===== src/rtl/pdt_pkg.sv =====
package pdt_pkg;

  typedef enum logic [1:0] {
    PH_HS  = 2'd0,
    PH_DTF = 2'd1,
    PH_LS  = 2'd2,
    PH_DTR = 2'd3
  } phase_e;

  // One saturating tap step: shrink when conduction was seen, else grow.
  function automatic logic [7:0] tap_step(input logic [7:0] cur,
                                          input logic [7:0] top,
                                          input logic       shrink);
    logic [7:0] nxt;
    if (shrink) nxt = (cur == 8'd0) ? 8'd0 : cur - 8'd1;
    else        nxt = (cur >= top)  ? top  : cur + 8'd1;
    return nxt;
  endfunction

endpackage


===== src/rtl/pdt_phase_fsm.sv =====
module pdt_phase_fsm
  import pdt_pkg::*;
#(
  parameter int CODE_W = 4
) (
  input  logic              clk,
  input  logic              rst_n,
  input  logic              pwm_in,
  input  logic [CODE_W-1:0] code_fall,
  input  logic [CODE_W-1:0] code_rise,
  output logic              hs_en,
  output logic              ls_en,
  output logic              fall_start,
  output logic              rise_start
);

  localparam logic [CODE_W-1:0] CODE_MAX = {CODE_W{1'b1}};

  phase_e            phase_q;
  logic [CODE_W-1:0] gap_q;

  assign fall_start = !pwm_in && (phase_q == PH_HS || phase_q == PH_DTR);
  assign rise_start =  pwm_in && (phase_q == PH_LS || phase_q == PH_DTF);

  always_ff @(posedge clk) begin
    if (!rst_n) begin
      phase_q <= PH_DTF;
      gap_q   <= CODE_MAX;
    end else begin
      case (phase_q)
        PH_HS: begin
          if (!pwm_in) begin
            phase_q <= PH_DTF;
            gap_q   <= code_fall;
          end
        end
        PH_DTF: begin
          if (pwm_in) begin
            phase_q <= PH_DTR;
            gap_q   <= code_rise;
          end else if (gap_q == '0) begin
            phase_q <= PH_LS;
          end else begin
            gap_q <= gap_q - 1'b1;
          end
        end
        PH_LS: begin
          if (pwm_in) begin
            phase_q <= PH_DTR;
            gap_q   <= code_rise;
          end
        end
        default: begin
          if (!pwm_in) begin
            phase_q <= PH_DTF;
            gap_q   <= code_fall;
          end else if (gap_q == '0) begin
            phase_q <= PH_HS;
          end else begin
            gap_q <= gap_q - 1'b1;
          end
        end
      endcase
    end
  end

  assign hs_en = (phase_q == PH_HS);
  assign ls_en = (phase_q == PH_LS);

endmodule


===== src/rtl/pdt_edge_tuner.sv =====
module pdt_edge_tuner
  import pdt_pkg::*;
#(
  parameter int CODE_W       = 4,
  parameter int SAMPLE_TICKS = 20
) (
  input  logic              clk,
  input  logic              rst_n,
  input  logic              start,
  input  logic              flag,
  output logic [CODE_W-1:0] code,
  output logic              upd
);

  localparam int                 SMP_W    = $clog2(SAMPLE_TICKS + 1);
  localparam logic [SMP_W-1:0]   SMP_LOAD = SMP_W'(SAMPLE_TICKS - 1);
  localparam logic [CODE_W-1:0]  CODE_MAX = {CODE_W{1'b1}};

  logic [CODE_W-1:0] code_q;
  logic [SMP_W-1:0]  wait_q;
  logic              armed_q;

  assign upd = armed_q && (wait_q == '0) && !start;

  always_ff @(posedge clk) begin
    if (!rst_n) begin
      code_q  <= CODE_MAX;
      wait_q  <= '0;
      armed_q <= 1'b0;
    end else if (start) begin
      armed_q <= 1'b1;
      wait_q  <= SMP_LOAD;
    end else if (upd) begin
      code_q  <= CODE_W'(tap_step(8'(code_q), 8'(CODE_MAX), flag));
      armed_q <= 1'b0;
    end else if (armed_q) begin
      wait_q <= wait_q - 1'b1;
    end
  end

  assign code = code_q;

endmodule


===== src/rtl/pdt_ctrl.sv =====
module pdt_ctrl
  import pdt_pkg::*;
#(
  parameter int CODE_W       = 4,
  parameter int SAMPLE_TICKS = 20
) (
  input  logic              clk,
  input  logic              rst_n,
  input  logic              pwm_in,
  input  logic              flag_fall,
  input  logic              flag_rise,
  output logic              hs_en,
  output logic              ls_en,
  output logic [CODE_W-1:0] code_fall,
  output logic [CODE_W-1:0] code_rise
);

  localparam int N_EDGE = 2;

  logic [N_EDGE-1:0] start_v;
  logic [N_EDGE-1:0] flag_v;
  logic [N_EDGE-1:0] upd_v;
  logic [CODE_W-1:0] code_v [N_EDGE];

  // Named internal events for the checker.
  logic fall_start, rise_start, fall_upd, rise_upd;

  pdt_phase_fsm #(.CODE_W(CODE_W)) u_fsm (
    .clk        (clk),
    .rst_n      (rst_n),
    .pwm_in     (pwm_in),
    .code_fall  (code_v[0]),
    .code_rise  (code_v[1]),
    .hs_en      (hs_en),
    .ls_en      (ls_en),
    .fall_start (fall_start),
    .rise_start (rise_start)
  );

  assign start_v = {rise_start, fall_start};
  assign flag_v  = {flag_rise, flag_fall};

  for (genvar e = 0; e < N_EDGE; e++) begin : g_edge
    pdt_edge_tuner #(
      .CODE_W       (CODE_W),
      .SAMPLE_TICKS (SAMPLE_TICKS)
    ) u_tune (
      .clk   (clk),
      .rst_n (rst_n),
      .start (start_v[e]),
      .flag  (flag_v[e]),
      .code  (code_v[e]),
      .upd   (upd_v[e])
    );
  end

  assign fall_upd  = upd_v[0];
  assign rise_upd  = upd_v[1];
  assign code_fall = code_v[0];
  assign code_rise = code_v[1];

endmodule


===== config.mk =====
export PLATFORM = sky130hd
export DESIGN_NAME = pdt_ctrl
export DESIGN_NICKNAME = d
export VERILOG_FILES = /design/src/rtl/pdt_pkg.sv /design/src/rtl/pdt_phase_fsm.sv /design/src/rtl/pdt_edge_tuner.sv /design/src/rtl/pdt_ctrl.sv
export SDC_FILE = /design/constraint.sdc
export NUM_CORES = 1
export LEC_CHECK = 0
export BUFFER_PORTS_ARGS = -buffer_cell sky130_fd_sc_hd__clkbuf_2
export CAP_MARGIN = 0
export CORE_UTILIZATION = 25
export CTS_CLUSTER_SIZE = 28
export DETAILED_ROUTE_END_ITERATION = 12
export HOLD_SLACK_MARGIN = 0.08
export PLACE_DENSITY = 0.44
export SYNTH_ARGS = -nofsm -noshare
export SYNTH_HDL_FRONTEND = slang
export SYNTH_HIERARCHICAL = 1
export SYNTH_SLANG_ARGS = --single-unit

===== constraint.sdc =====
create_clock -name clk -period 3.3 [get_ports clk]
set_input_delay 0 -clock clk [delete_from_list [all_inputs] [get_ports clk]]
set_output_delay 0 -clock clk [all_outputs]
set_load 0.01 [all_outputs]

==> summary.md <==
| Metric | Value |
|---|---|
| Initial DRC Count | 75 |
| CP arrival | 2.24 ns |
| Number of synthesized flops with an enable pin | 0 |
| Mapped Nets | 244 |
| Post-synthesis async set-or-reset flop share | 0% |
| CTS Buffer Depth | 2 |
| Mean Syn Cell Area | 8.34 um^2 |
| Maximum vdd drop | 145 uV |
| I/O pin count | 15 |
| Number of diodes | 0 |
| Total Routing Usage GR | 11.3% |
| Seq/Total Area, Yosys | 27.6% |
| Largest net degree at the start of global routing | 26 |
| Top fanout value on the critical path | 9 |
| CP most frequent cell | or2_1 |
| Synth top area share | 27.6% |
| Flops & latches, synth | 26 |
| Vias in the first global route | 1477 |
| Startpoint types | flop |
| Site Rows | 31 |
| DP HPWL | 3100 um |
| Slew margin rel. | 65.7% |
| Initial Util | 26.0% |
| Unrepaired setup endpoints after global routing | no |
| Total grt overflow | 0 |
| Synth cell types | 55 |
| Vias per cell | 4.98 |
| Main area contributors after synthesis | dfxtp_1 28%, ha_1 8.6%, inv_1 5.0% |
| Place WS | 1.23 ns |
| First-pass GRT wire length | 7110 um |
| CTS H-tree lvls | 1 |
| Req. time, crit path | 3.47 ns |
| ANT nets after route | 0 |
| Hold bufs inserted after CTS | 0 |
| Die area | 7890 um^2 |
| PwrDens | 683 nW/um^2 |
| # setup viols final | 0 |
| Die Wd | 88.8 um |
| Final-layout fill cell count | 790 |
| Placed instance count | 328 |
| Synthesis Warnings | 6 |
| Layout cell share with drive strength beyond 1 | 11.2% |
| Leading area contributor after synthesis | dfxtp_1 |
| Max Cap Violations | 0 |
| Remaining DRCs | 0 |
| Highest Clock Rate | 483 MHz |
| DR vias | 1647 |
| Clock-pin slew on the worst setup and hold paths | 0.09 ns |
| Main synth FF type | dfxtp_1 |
| Clock root cell | clkbuf_8 |
| Detailed-route wire length | 4180 um |
| Cts bufs inserted | 3 |
| Synth Cell Area | 1890 um^2 |
| Final hold viol count | 0 |
| Nets@finish | 252 |
| WS Path Type | flop to flop |
| Max-slew violations | 0 |
| Post-CTS Setup Inserts | 0 |
| Setup WS post-layout | 1.23 ns |
| Crit-path slowest cell | dfxtp_1 |
| Initial antenna violation count | 0 |
| Sink Count | 26 |
| Clock latency at the later pin of the worst-skew pair | 0.27 ns |
| Hold Path Class | primary input to flop |
| # port buffers | 14 |
| Most frequent cells in the layout | 26 x dfxtp_1, 25 x inv_1, 14 x nand2_1, 14 x clkbuf_2, 13 x ha_1 |
| PostCTS Resize Cnt | 0 |
| Syn-to-layout area delta | 9.42% |
| DR pass1 iterations | 4 |
| Final min period | 2.07 ns |
| Die height | 88.8 um |
| CTS tree | done |
| Most common cell after layout, fill and taps aside | dfxtp_1 |
| Layout Cells excl Fill | 331 |
| Cells after synthesis | 226 |
| GP Congestion | 0.750 |
| Routed len/inst | 12.6 um |
| Slew @ Worst Pin | 0.515 ns |
| Clk_skew | 0.0108 ns |
| Status | finished clean |
| Critical path, cell by cell | inv_1 > ha_1 > and2_1 > or2_1 > or2_1 > o311ai_1 |
| Placeable Area | 7250 um^2 |
| Critical Path End Type | flop |
| Largest stage delay on the critical path | 0.39 ns |
| Tcrit/Tclk final | 62.7% |
| Leakage | 0.888 nW |
| Final TNS setup | 0 ns |
==> cell usage after synthesis (3+ instances only) <==
master	count
o21a_1	3
or2_1	4
o2111ai_1	6
o221ai_1	3
ha_1	13
a221oi_1	4
nor2b_1	7
dfxtp_1	26
inv_1	25
mux2_2	3
a21o_1	3
nand2_1	14
o21ai_0	8
nor3_1	3
o211ai_1	7
a211oi_1	5
nand2b_1	3
a21oi_1	10
mux2i_1	4
nor2_1	11
buf_2	5
a31oi_1	4
or3_1	5
==> per-layer routing <==
metal / GRT usage, % / share of wire [%] / vias to the layer above
met5: 0 / 0 / -
met4: 1.76 / 0.55 / 0
met1: 16.3 / 53 / 782
met2: 17.6 / 44 / 13
met3: 2.52 / 2.4 / 2
li1: - / - / 850
==> logic make-up after synthesis <==
family | after synthesis | share of synthesized area, %
AOI/OAI and AO/OA | 73 | 28.7
and+or+nand+nor | 70 | 22.6
buffers and inverters | 36 | 8.03
DFF | 26 | 27.6
adders and majority gates | 13 | 8.63
muxes | 8 | 4.51
==> where the power goes <==
part / internal [mW] / leakage (nW) / switching, mW / total [mW]
sequential: 0.404 / 0.214 / 0.114 / 0.518
combinational: 0.318 / 0.652 / 0.396 / 0.714
clock: 0.0817 / 0.0216 / 0.0952 / 0.177
total: 0.804 / 0.888 / 0.605 / 1.41
==> metrics by stage <==
stage	util (%)	area [um^2]	hold slack [ns]	power, mW
5_1_grt	28.4	2060	0.217	1.55
3_3_place_gp	27.9	2020	0.452	1.25
6_report	28.4	2060	0.177	1.41
4_1_cts	28.4	2060	0.168	1.42
2_1_floorplan	-	1890	0.0784	1.09
3_5_place_dp	27.9	2020	0.461	1.24
==> worst paths after layout <==
| check | from | end | slack (ns) | cells after the start |
|---|---|---|---|---|
| hold reg to reg | u_fsm/phase_q[1]$_SDFFE_PN0P_ | u_fsm/phase_q[1]$_SDFFE_PN0P_ | 0.51 | 2 |
| hold / removal | flag_fall | g_edge[0].u_tune/code[1]$_SDFFE_PN1P_ | 0.18 | 3 |
| setup reg to reg | u_fsm/phase_q[0]$_SDFFE_PN1P_ | g_edge[1].u_tune/code[0]$_SDFFE_PN1P_ | 1.23 | 6 |
| setup / recovery | u_fsm/phase_q[0]$_SDFFE_PN1P_ | g_edge[1].u_tune/code[0]$_SDFFE_PN1P_ | 1.23 | 6 |
==> final cells by class <==
class | count | area [um^2] | share of cell area, %
multi-input cells | 164 | 1210 | 58.8
flip-flops and latches | 26 | 520 | 25.2
repair buffers | 14 | 70.1 | 3.40
clock buffers | 3 | 41.3 | 2.00
inverters | 25 | 93.8 | 4.55
well taps | 99 | 124 | 6.00
==> sequential cells by signal (all words and copies together) (netlist names) <==
| signal | count |
|---|---|
| g_edge.u_tune/wait_q | 10 |
| g_edge.u_tune/code | 8 |
| u_fsm/gap_q | 4 |
| g_edge.u_tune/armed_q | 2 |
| u_fsm/phase_q | 2 |
==> worst max-delay path: cells and delay by family (launching register included) <==
family | cells | cell delay (ns)
AOI/OAI and AO/OA | 1 | 0.31
adders and majority gates | 1 | 0.32
buffers and inverters | 1 | 0.08
DFF | 1 | 0.39
and+or+nand+nor | 3 | 0.86
Power figures use the tool's default switching activity.
